--- src/rtl/shalu_pkg.sv ---
package shalu_pkg;
  typedef enum logic [3:0] {
    OP_ADD  = 4'd0,
    OP_ADDC = 4'd1,
    OP_SUB  = 4'd2,
    OP_SUBB = 4'd3,
    OP_RLC  = 4'd4,
    OP_RRC  = 4'd5,
    OP_ASR  = 4'd6,
    OP_LSR  = 4'd7,
    OP_LSL  = 4'd8,
    OP_ASL  = 4'd9
  } op_e;

  typedef struct packed {
    logic arith;
    logic subtract;
    logic use_cin;
    logic rotate;
    logic shift;
    logic refuse;
  } ctl_t;
endpackage

--- src/rtl/shalu_decode.sv ---
module shalu_decode
  import shalu_pkg::*;
(
  input  logic [3:0] op_i,
  input  logic       lit_i,
  output ctl_t       ctl_o
);
  always_comb begin
    ctl_o = '0;
    unique case (op_i)
      OP_ADD:  ctl_o.arith = 1'b1;
      OP_ADDC: begin ctl_o.arith = 1'b1; ctl_o.use_cin = 1'b1; ctl_o.refuse = lit_i; end
      OP_SUB:  begin ctl_o.arith = 1'b1; ctl_o.subtract = 1'b1; end
      OP_SUBB: begin ctl_o.arith = 1'b1; ctl_o.subtract = 1'b1; ctl_o.use_cin = 1'b1;
                     ctl_o.refuse = lit_i; end
      OP_RLC, OP_RRC: ctl_o.rotate = 1'b1;
      OP_ASR, OP_LSR, OP_LSL, OP_ASL: ctl_o.shift = 1'b1;
      default: ctl_o.refuse = 1'b1;
    endcase
  end
endmodule

--- src/rtl/shalu_adder.sv ---
module shalu_adder #(
  parameter int WIDTH = 8
) (
  input  logic [WIDTH-1:0] a_i,
  input  logic [WIDTH-1:0] b_i,
  input  logic             invert_b_i,
  input  logic             cin_i,
  output logic [WIDTH-1:0] sum_o,
  output logic             cout_o,
  output logic             dcout_o
);
  localparam int NIB = 4;
  logic [WIDTH-1:0] b_eff;
  logic [WIDTH:0]   full;
  logic [NIB:0]     low;

  always_comb begin
    b_eff   = invert_b_i ? ~b_i : b_i;
    full    = {1'b0, a_i} + {1'b0, b_eff} + {{WIDTH{1'b0}}, cin_i};
    low     = {1'b0, a_i[NIB-1:0]} + {1'b0, b_eff[NIB-1:0]} + {{NIB{1'b0}}, cin_i};
    sum_o   = full[WIDTH-1:0];
    cout_o  = full[WIDTH];
    dcout_o = low[NIB];
  end
endmodule

--- src/rtl/shalu_shifter.sv ---
module shalu_shifter
  import shalu_pkg::*;
#(
  parameter int WIDTH = 8
) (
  input  logic [3:0]       op_i,
  input  logic [WIDTH-1:0] f_i,
  input  logic             cin_i,
  output logic [WIDTH-1:0] res_o,
  output logic             cout_o
);
  localparam int MSB = WIDTH - 1;

  always_comb begin
    res_o  = f_i;
    cout_o = cin_i;
    case (op_i)
      OP_RLC:         begin res_o = {f_i[MSB-1:0], cin_i}; cout_o = f_i[MSB]; end
      OP_RRC:         begin res_o = {cin_i, f_i[MSB:1]};   cout_o = f_i[0];   end
      OP_ASR:         begin res_o = {f_i[MSB], f_i[MSB:1]}; cout_o = f_i[0];  end
      OP_LSR:         begin res_o = {1'b0, f_i[MSB:1]};    cout_o = f_i[0];   end
      OP_LSL, OP_ASL: begin res_o = {f_i[MSB-1:0], 1'b0};  cout_o = f_i[MSB]; end
      default:        begin res_o = f_i; cout_o = cin_i; end
    endcase
  end
endmodule

--- src/rtl/shalu_unit.sv ---
module shalu_unit
  import shalu_pkg::*;
#(
  parameter int WIDTH = 8
) (
  input  logic             clk,
  input  logic             rst_n,
  input  logic             op_valid_i,
  input  logic [3:0]       op_i,
  input  logic [WIDTH-1:0] w_i,
  input  logic [WIDTH-1:0] f_i,
  input  logic             lit_i,
  input  logic             dest_file_i,
  input  logic             carry_i,
  output logic [WIDTH-1:0] result_o,
  output logic             carry_o,
  output logic             dcarry_o,
  output logic             zero_o,
  output logic             wr_file_o,
  output logic             done_o,
  output logic             reject_o
);
  localparam int SYNC = 2;

  logic [SYNC-1:0] rst_pipe;
  logic            rst_n_s;
  ctl_t            ctl;
  logic [WIDTH-1:0] add_sum, sh_res;
  logic            add_c, add_dc, sh_c, add_cin;

  logic [WIDTH-1:0] result_n;
  logic carry_n, dcarry_n, zero_n, wr_file_n, done_n, reject_n, accept;

  always_ff @(posedge clk or negedge rst_n) begin
    if (!rst_n) rst_pipe <= '0;
    else        rst_pipe <= {rst_pipe[SYNC-2:0], 1'b1};
  end
  assign rst_n_s = rst_pipe[SYNC-1];

  shalu_decode u_dec (.op_i(op_i), .lit_i(lit_i), .ctl_o(ctl));

  assign add_cin = ctl.use_cin ? carry_i : ctl.subtract;

  shalu_adder #(.WIDTH(WIDTH)) u_add (
    .a_i(f_i), .b_i(w_i), .invert_b_i(ctl.subtract), .cin_i(add_cin),
    .sum_o(add_sum), .cout_o(add_c), .dcout_o(add_dc)
  );

  shalu_shifter #(.WIDTH(WIDTH)) u_shf (
    .op_i(op_i), .f_i(f_i), .cin_i(carry_i), .res_o(sh_res), .cout_o(sh_c)
  );

  assign accept = op_valid_i && !ctl.refuse;

  always_comb begin
    result_n  = result_o;
    carry_n   = carry_o;
    dcarry_n  = dcarry_o;
    zero_n    = zero_o;
    wr_file_n = wr_file_o;
    done_n    = accept;
    reject_n  = op_valid_i && ctl.refuse;
    if (accept) begin
      wr_file_n = dest_file_i;
      if (ctl.arith) begin
        result_n = add_sum;
        carry_n  = add_c;
        dcarry_n = add_dc;
        zero_n   = (add_sum == '0);
      end else begin
        result_n = sh_res;
        carry_n  = sh_c;
        if (ctl.shift) zero_n = (sh_res == '0);
      end
    end
  end

  always_ff @(posedge clk or negedge rst_n_s) begin
    if (!rst_n_s) begin
      result_o  <= '0;
      carry_o   <= 1'b0;
      dcarry_o  <= 1'b0;
      zero_o    <= 1'b0;
      wr_file_o <= 1'b0;
      done_o    <= 1'b0;
      reject_o  <= 1'b0;
    end else begin
      result_o  <= result_n;
      carry_o   <= carry_n;
      dcarry_o  <= dcarry_n;
      zero_o    <= zero_n;
      wr_file_o <= wr_file_n;
      done_o    <= done_n;
      reject_o  <= reject_n;
    end
  end
endmodule

--- config.mk ---
export PLATFORM = sky130hd
export DESIGN_NAME = shalu_unit
export DESIGN_NICKNAME = d
export VERILOG_FILES = /design/src/rtl/shalu_pkg.sv /design/src/rtl/shalu_decode.sv /design/src/rtl/shalu_adder.sv /design/src/rtl/shalu_shifter.sv /design/src/rtl/shalu_unit.sv
export SDC_FILE = /design/constraint.sdc
export NUM_CORES = 1
export LEC_CHECK = 0
export BUFFER_PORTS_ARGS = -buffer_cell sky130_fd_sc_hd__buf_2
export CAP_MARGIN = 40
export CELL_PAD_IN_SITES_DETAIL_PLACEMENT = 0
export CELL_PAD_IN_SITES_GLOBAL_PLACEMENT = 1
export CORE_ASPECT_RATIO = 1.2
export CORE_MARGIN = 4
export CORE_UTILIZATION = 35
export DETAILED_ROUTE_END_ITERATION = 10
export PLACE_DENSITY = 0.76
export SETUP_SLACK_MARGIN = 0.5
export SLEW_MARGIN = 30
export SYNTH_ARGS = -nofsm -noshare
export SYNTH_HDL_FRONTEND = slang
export SYNTH_SLANG_ARGS = --single-unit
--- constraint.sdc ---
create_clock -name clk -period 1.02 [get_ports clk]
set_clock_uncertainty 0.2 [all_clocks]
set_input_delay 0.306 -clock clk [delete_from_list [all_inputs] [get_ports clk]]
set_output_delay 0.306 -clock clk [all_outputs]
set_load 0.005 [all_outputs]
Word level (Yosys, flattened, before mapping)
Cells that the tools add are included.

Flip-flop bits (word level): 16. Latch bits: 0. Memory bits (writable): 0. ROM bits: 0. Input bits: 26. Output and inout port bits: 14. Word-level logic and storage cells: 52. Memories: 0.

Add/sub/neg operators: 4. $mul: 0. Divide/modulo/power cells: 0. Order comparisons: 0. Equal/unequal tests: 9. Shifts and indexed selects: 0. Multiplexer cells: 13. Bitwise operators: 1. Reductions and logical operators: 17.

Operators by type and width (number): case mux 8 bit (5 select lines) (1); == test 4 x 3 -> 1 bit (second input constant) (4); logical NOT 8 bit (2); two-way mux 8 bit (2); adder 8 x 8 -> 9 bit (1); adder 9 x 1 -> 9 bit (1); == test 4 x 2 -> 1 bit (second input constant) (2); == test 4 bit (second input constant) (2); two-way mux 1 bit (8); inverter 8 bit (1); OR reduction 4 bit (2); OR reduction 8 bit (1); OR reduction 2 bit (3); OR reduction 3 bit (2); adder 4 x 4 -> 5 bit (1); adder 5 x 1 -> 5 bit (1); == test 4 x 1 -> 1 bit (second input constant) (1); logical NOT 4 bit (1); case mux 1 bit (2 select lines) (2); AND reduction 2 bit (2); logical AND 1 bit (2); nonzero test 2 bit (1); logical NOT 1 bit (1).

Depth between registers and ports, before layout
Gate-level depths: netlist of run 1.

Depth in word-level cells: 8. Mapped depth: 12. Gate-level depth less buffers: 11.

Modules after synthesis
A second synthesis of run 1 with hierarchy kept.

Cell total of the unflattened synthesis: 175. Area, all modules: 1535.2 µm².

By module, submodules not included: shalu_unit (times used 1, cells each 66, area an instance 713.2 µm², seq. area each 400.4 µm²); shalu_adder (times used 1, cells each 50, area an instance 419.2 µm², seq. area each 0.0 µm²); shalu_shifter (times used 1, cells each 49, area an instance 341.6 µm², seq. area each 0.0 µm²); shalu_decode (times used 1, cells each 10, area an instance 61.3 µm², seq. area each 0.0 µm²).

Least setup slack after synthesis of run 1
Ideal clock, no wire load.

Path kind: input to register. Start: input port op_i[3]. End: register zero_o. Setup time: 0.110 ns. Arrival: 3.170 ns. Data required time: 0.710 ns. Slack: -2.460 ns. Stages: 10. Buffers on the path: 1. Path through: or2_2 clkbuf_1 nor2_1 xnor2_1 fa_1 fa_1 xor2_1 nand4_1 or4_1 o41ai_1.

Longest elaborated chain between the ends: 8. Elaborated cells between the ends (all ways): 34. Classes of those cells: 2 x add/sub; 9 x eq/ne; 10 x mux; 13 x reduce/logical.

RTL lines: start, declared (line shalu_unit.sv:9) `input logic [3:0] op_i,`; == test 4 x 2 -> 1 bit (line shalu_decode.sv:10) `unique case (op_i)`; OR reduction 2 bit (no source line); two-way mux 1 bit (line shalu_decode.sv:10); two-way mux 8 bit (line shalu_adder.sv:18) `b_eff = invert_b_i ? ~b_i : b_i;`; adder 8 x 8 -> 9 bit (line shalu_adder.sv:19) `full = {1'b0, a_i} + {1'b0, b_eff} + {{WIDTH{1'b0}}, cin_i};`; adder 9 x 1 -> 9 bit (line shalu_adder.sv:19); logical NOT 8 bit (line shalu_unit.sv:69) `zero_n = (add_sum == '0);`; two-way mux 1 bit (line shalu_unit.sv:65) `if (ctl.arith) begin`; end signal, assigned (line shalu_unit.sv:91) `zero_o <= zero_n;`; end, declared (line shalu_unit.sv:18) `output logic zero_o,`.

Parallel ways exist; a longest one is shown, timed or not. The select of a mux whose other input is x is not followed. A chain may end at the register's enable or synchronous reset.

Final worst setup path of run 1
Same ends and word-level chain as after synthesis.

==> impl_metrics.tcl, run 1 <==
set metrics [dict create \
    totalWireLength_mm 4.68 \
    postSynth.asyncResetShare_pct 100 \
    drt-wirelength-per-cell_um 14.0 \
    post_layout_nonfiller_instances 334 \
    grt_antenna_before_repair 0 \
    place_inst 303 \
    r2r_end "zero_o" \
    fin_crit_ns 2.78 \
    timing.rr.start "zero_o" \
    track_usage_pct 18.6 \
    power_report.internal_total_w 0.00184 \
    hold-worst-slack_ns -0.367 \
    setup_total_negative_slack_ns -20.00 \
    final_max_slew_viol_count 0 \
    clock-sinks 16 \
    clock_power_share_pct 20.1 \
    worst_setup_hold_path_clk_slew_ns 0.06 \
    num_antenna_cells 0 \
    count_of_unique_library_cells_instantiated_by_yosys 52 \
    cp_data_required_time_ns 0.96 \
    synth_edf_count 0 \
    detailed_place.area_mm2 0.00207 \
    sequential_cell_area_um2 402 \
    final-hold-violation-count 16 \
    initial_utilization_pct 36.5 \
    clock_tree.buffer_depth 2 \
    multi_input_area_mm2 0.00110 \
    power_per_cell_area_mw_per_mm2 1060 \
    static-leakage-power_nw 1.24 \
    port_buffers 39 \
    global_route_wire_length_before_repair_mm 7.65 \
    dr_total_vias 1689 \
    post-route-period-util_pct 272 \
    p_comb_share_pct 51.1 \
    cts.root.buffer_cell "clkbuf_8" \
    unrepaired_setup_endpoints_after_global_routing "yes" \
    fin_area_mm2 0.00252 \
    ant_nets 0 \
    gr-total-overflow 0 \
    final-setup-viol-count 28 \
    gp_routability_congestion 0.913 \
    detail_route.first_pass.iterations 4 \
    cts_made_buffers 3 \
    drcViolationCount 0 \
    status "finished with violations" \
    p_total_w 0.00268 \
    irDropWorstVdd_v 0.000480 \
    ios 40 \
    synth_fp_nets 200 \
    clock_latency_ns 0.24 \
    vias_in_the_first_global_route 1750 \
    cts_tree "built" \
    grt_max_degree 15 \
    net-switching-power_w 0.000837 \
    seq_power_share_pct 28.8 \
    area_delta_synth_final_pct 75.2 \
    drive_above_1_share_pct 56.1 \
    dpl.hpwl_mm 3.78 \
    synth.yosys.warnings 0 \
    timing.max_cap.violations 0 \
    nets 316 \
    detail_routed_via_count_per_cell 5.06 \
    die_area_mm2 0.00520 \
    die_width_um 66.5 \
    critPathMaxFanout 4 \
    rows 25 \
    synth_cells 165 \
    n_fill_cell 368 \
    htree_num_levels 1 \
    netSwitchingFraction_pct 31.3 \
    synth_area_mm2 0.00144 \
    std_cell_core_area_mm2 0.00394 \
    criticalPathCategory "in2reg" \
    drtIter0Drc 79 \
    ff2ff_path_depth 3 \
    worstPathArrival_ns 2.72 \
    die-height_um 78.2 \
    ys.flop_type "dfrtp_1" \
    worstMarginPinSlew_ns 0.495 \
    slew-limit-headroom_pct 66.8 \
    setup_ws_ns -1.76 \
    synthesis.area_per_instance_um2 8.71 \
    synth.ff_latch_count 16 \
    failed_checks "negative hold slack, negative setup slack" \
    max_freq_mhz 360 \
    register_to_register_setup_slack_ns -0.15 \
    setup.worst_path.start_class "primary input" \
    worstHoldPathType "in2async" \
    timing.critical_path.to_type "flop" \
    synth-seq-area-share_pct 27.9 \
]
==> worst max path at each step <==
stage | endpoint | cells past startpoint | slack, ns | start
after floorplan | zero_o | 11 | -1.99 | op_i[3]
after CTS | zero_o | 11 | -1.69 | op_i[3]
after detailed placement | zero_o | 11 | -2.03 | op_i[3]
after global routing | zero_o | 12 | -1.87 | op_i[3]
after global placement | zero_o | 11 | -1.97 | op_i[3]
final | zero_o | 12 | -1.76 | op_i[3]
==> registers in the layout, summed over array words and instances (netlist names) <==
register and count:
rst_pipe 2, carry_o 1, done_o 1, dcarry_o 1
zero_o 1, wr_file_o 1, reject_o 1, result_o 8
==> final cells by class <==
type                       instances  area share (%)
clock buffer                       4            2.19
inverter                           8            1.19
multi-input combinational        133            43.8
sequential                        16            15.9
tap                               54            2.68
timing repair buffer             119            34.2
==> placed cells by master, fill, tap and decap left out, drive strengths merged, types with 4 or more instances in the layout <==
cell type / Yosys / layout
a21oi: 7 / 7
buf: 3 / 118
clkbuf: 5 / 4
dfrtp: 16 / 16
ha: 7 / 7
inv: 8 / 8
nand2: 13 / 13
nor2: 11 / 11
nor2b: 4 / 4
nor3: 7 / 7
o21a: 4 / 4
o21ai: 12 / 12
o22ai: 4 / 4
xor2: 9 / 9
==> stage by stage <==
| stage | setup slack (ns) | hold slack (ns) | utilization, % |
|---|---|---|---|
| finish | -1.76 | -0.367 | 63.9 |
| global route | -1.87 | -0.373 | 63.9 |
| CTS | -1.69 | -0.365 | 60.3 |
| detailed placement | -2.03 | -0.106 | 52.6 |
| global placement | -1.97 | -0.109 | 52.6 |
| floorplan | -1.99 | -0.190 | - |
==> power groups by stage <==
stage                     clock network (W)  registers (W)  logic (W)
after floorplan                           0       0.000800   0.000532
after global placement                    0       0.000793    0.00101
after detailed placement                  0       0.000798    0.00103
after CTS                          0.000543       0.000770    0.00124
after global routing               0.000583       0.000780    0.00149
final                              0.000538       0.000771    0.00137
==> worst max-delay path, cell delays in order <==
cell     delay [ns]
buf_6          0.09
or2_4          0.25
nor2_4         0.16
buf_6          0.13
xor2_2         0.15
ha_1           0.26
nor2b_4        0.14
o31ai_2        0.24
a21oi_2        0.11
o32a_1         0.38
xor2_2         0.20
o41ai_2        0.32
==> Yosys cell counts (2+ instances only) <==
| cell type | instances | area (um2) |
|---|---|---|
| a21oi_1 | 7 | 35.0 |
| a221o_1 | 3 | 30.0 |
| a22o_1 | 2 | 17.5 |
| a22oi_1 | 2 | 15.0 |
| a311oi_1 | 2 | 17.5 |
| and2_1 | 2 | 12.5 |
| and2b_2 | 2 | 17.5 |
| buf_6 | 3 | 33.8 |
| clkbuf_1 | 5 | 18.8 |
| dfrtp_1 | 16 | 400 |
| fa_1 | 2 | 40.0 |
| ha_1 | 7 | 87.6 |
| inv_1 | 8 | 30.0 |
| mux2i_1 | 2 | 20.0 |
| nand2_1 | 13 | 48.8 |
| nor2_1 | 11 | 41.3 |
| nor2b_1 | 4 | 25.0 |
| nor3_1 | 7 | 35.0 |
| nor4_1 | 2 | 12.5 |
| o21a_1 | 4 | 30.0 |
| o21ai_0 | 11 | 55.1 |
| o22a_2 | 2 | 20.0 |
| o22ai_1 | 4 | 25.0 |
| o31a_1 | 2 | 17.5 |
| o31ai_1 | 3 | 22.5 |
| o41ai_1 | 2 | 17.5 |
| or2_2 | 2 | 12.5 |
| xnor2_1 | 3 | 26.3 |
| xor2_1 | 9 | 78.8 |
==> cell families (layout without fill, tap and decap cells) <==
group / Yosys count / count (layout) / synth area share [%]
AOI/OAI and AO/OA: 56 / 56 / 28.7
and+or+nand+nor: 53 / 53 / 19.8
muxes: 2 / 2 / 1.39
buffers and inverters: 16 / 131 / 5.74
other: 1 / 1 / 0.261
DFF: 16 / 16 / 27.9
xor gates and xnor gates: 12 / 12 / 7.31
adders and majority gates: 9 / 9 / 8.88
==> metal layers <==
metal	global-route usage, %	wire length [um]
met1	21.1	1840
met2	34.9	2580
met3	1.72	148
met4	6.91	116
met5	0	0
==> repair_timing <==
action / in CTS / in global routing
hold endpoints to repair: 16 / 9
setup buffers: 19 / 8
endpoints found under the setup margin: 43 / 36
resized for setup: 21 / 17
pin swaps: 15 / 9
No activity file was read; power rests on OpenSTA's default activity.
==> run 2: changes to the inputs <==
--- a/config.mk
+++ b/config.mk
@@ -14,6 +14,7 @@
 export CORE_UTILIZATION = 35
 export DETAILED_ROUTE_END_ITERATION = 10
 export PLACE_DENSITY = 0.76
+export RECOVER_POWER = 50
 export SETUP_SLACK_MARGIN = 0.5
 export SLEW_MARGIN = 30
 export SYNTH_ARGS = -nofsm -noshare
==> run 2 against run 1 <==
Effect of this change: the flow still finishes with violations (negative hold slack, negative setup slack); critical path depth unchanged; worst hold slack improved by 0.0029 ns; core utilization is 0.41 points lower; clock power shrank 0.7%; maximum frequency is essentially flat; sequential cell count is the same; global-route usage is the same; setup slack hardly changed; combinational power barely moved; final cell count unchanged; total power shrank 0.40%; count of clock-buffer cells in the layout unchanged; critical path type unchanged; critical endpoint unchanged.
==> impl_metrics.tcl, run 2 (synthesized netlist as in run 1, its figures left out) <==
set metrics [dict create \
    status "finished with violations" \
    failed_checks "negative hold slack, negative setup slack" \
    irDropWorstVdd_v 0.000476 \
    cts.root.buffer_cell "clkbuf_8" \
    nets 316 \
    clock_tree.buffer_depth 2 \
    fin_crit_ns 2.78 \
    final_max_slew_viol_count 0 \
    setup.worst_path.start_class "primary input" \
    global_route_wire_length_before_repair_mm 7.65 \
    post-route-period-util_pct 272 \
    flip_flop_count_of_the_largest_register_all_copies_and_words_added 8 \
    layout_commonest_cell "buf_4" \
    register_to_register_setup_slack_ns -0.14 \
    ios 40 \
    track_usage_pct 18.6 \
    ff2ff_path_depth 3 \
    worstHoldPathType "in2async" \
    multi_input_area_mm2 0.00110 \
    criticalPathCategory "in2reg" \
    worstPathArrival_ns 2.72 \
    clock-sinks 16 \
    vias_in_the_first_global_route 1750 \
    drtIter0Drc 89 \
    worst-path-buf-inv 2 \
    timing.critical_path.to_type "flop" \
    gp_routability_congestion 0.913 \
    post_layout_nonfiller_instances 334 \
    dr_total_vias 1719 \
    clock_latency_ns 0.24 \
    gr-total-overflow 0 \
    place_inst 303 \
    critical_path_cell_count 12 \
    layout.cells.most_common_list "69 x buf_4, 36 x buf_2, 15 x dfrtp_1" \
    cp_top_family "compound AO/OA/AOI/OAI gates" \
    final-setup-viol-count 28 \
    drive_above_1_share_pct 55.7 \
    drt-wirelength-per-cell_um 14.0 \
    ant_nets 0 \
    cts_tree "built" \
    cts_made_buffers 3 \
    initial_utilization_pct 36.5 \
    drcViolationCount 0 \
    n_fill_cell 371 \
    dpl.hpwl_mm 3.78 \
    port_buffers 39 \
    max_freq_mhz 360 \
    worstMarginPinSlew_ns 0.511 \
    final-hold-violation-count 2 \
    path_cells "buf_6 -> or2_4 -> nor2_4 -> buf_6 -> xor2_2 -> ha_1 -> nor2b_4 -> o31ai_2 -> a21oi_2 -> o32a_1 -> xor2_2 -> o41ai_2" \
    timing.rr.start "zero_o" \
    worst_setup_path_startpoint "op_i[3]" \
    detail_route.first_pass.iterations 4 \
    grt_max_degree 15 \
    die-height_um 78.2 \
    timing.max_cap.violations 0 \
    registers.top_by_ff_count "result_o" \
    critPathMaxFanout 4 \
    unrepaired_setup_endpoints_after_global_routing "yes" \
    registers_with_the_most_flip_flops "result_o (8), rst_pipe (2)" \
    worst_setup_hold_path_clk_slew_ns 0.06 \
    die_width_um 66.5 \
    grt_antenna_before_repair 0 \
    cp_data_required_time_ns 0.96 \
    die_area_mm2 0.00520 \
    hold-worst-slack_ns -0.364 \
    area_delta_synth_final_pct 74.1 \
    critPathSlowestCell "o32a_1" \
    detail_routed_via_count_per_cell 5.15 \
    setup_ws_ns -1.76 \
    htree_num_levels 1 \
    num_antenna_cells 0 \
    power_per_cell_area_mw_per_mm2 1060 \
    std_cell_core_area_mm2 0.00394 \
    rows 25 \
    totalWireLength_mm 4.69 \
    r2r_end "zero_o" \
    endpoint "zero_o" \
    crit_path_max_incr_delay_ns 0.38 \
    sequential_cell_area_um2 402 \
    slew-limit-headroom_pct 65.7 \
    static-leakage-power_nw 1.23 \
]
==> run 2: cell types whose count changed in the layout (fill, tap and decap cells not counted) <==
cell      delta
clkbuf_1     +1
buf_12       -1
clkbuf_2     +1
buf_2        -1
==> run 2: what timing repair did <==
item / CTS / global route
pin swaps: 15 / 9
gates resized for setup: 21 / 17
setup buffers: 19 / 8
hold endpoints to repair: 16 / 9
endpoints found under the setup margin: 43 / 36
cloned: 0 / 0
==> run 2: area by class of cell <==
cell class	instances	area share, %
timing repair buffer	119	33.8
clock buffer	4	2.20
inverter	8	1.20
tap	54	2.70
multi-input combinational	133	44.1
sequential	16	16.0
==> run 2: metal layers <==
metal | vias up | GRT usage, % | share of wire (%)
met1 | 807 | 21.1 | 39
met5 | - | 0 | 0
met3 | 8 | 1.72 | 4.0
met2 | 58 | 34.9 | 54
li1 | 846 | - | -
met4 | 0 | 6.91 | 2.6
==> run 2: how the worst min path moves through the flow <==
| stage | from | to | slack (ns) | cells after the start |
|---|---|---|---|---|
| final | rst_n | rst_pipe[0] | -0.36 | 1 |
| after CTS | rst_n | rst_pipe[1] | -0.36 | 1 |
| after global routing | rst_n | rst_pipe[0] | -0.36 | 1 |
| after detailed placement | rst_n | rst_pipe[0] | -0.11 | 1 |
| after floorplan | rst_n | rst_pipe[0] | -0.19 | 0 |
| after global placement | rst_n | rst_pipe[0] | -0.11 | 1 |
==> run 2: per-stage QoR <==
step / TNS (ns) / utilization (%) / area [um2] / total power, W / setup WS (ns)
after floorplan: -18.75 / - / 1500 / 0.00133 / -1.99
after global placement: -20.16 / 52.6 / 2070 / 0.00180 / -1.97
after detailed placement: -20.72 / 52.6 / 2070 / 0.00183 / -2.03
after CTS: -19.99 / 60.3 / 2380 / 0.00255 / -1.69
after global routing: -21.39 / 63.5 / 2500 / 0.00284 / -1.87
final: -20.00 / 63.5 / 2500 / 0.00267 / -1.76
==> run 2: worst register-to-register path, delay by kind of cell, from the launching register on <==
family	cells	cell delay [ns]
flip-flops	1	0.38
AO/OA/AOI/OAI	2	0.32
AND/OR/NAND/NOR	1	0.14
==> run 2: report_power, final <==
part / switching, W / total, W / internal [W]
Combinational: 0.000600 / 0.00136 / 0.000762
Clock: 0.000193 / 0.000534 / 0.000341
Sequential: 0.0000414 / 0.000770 / 0.000728
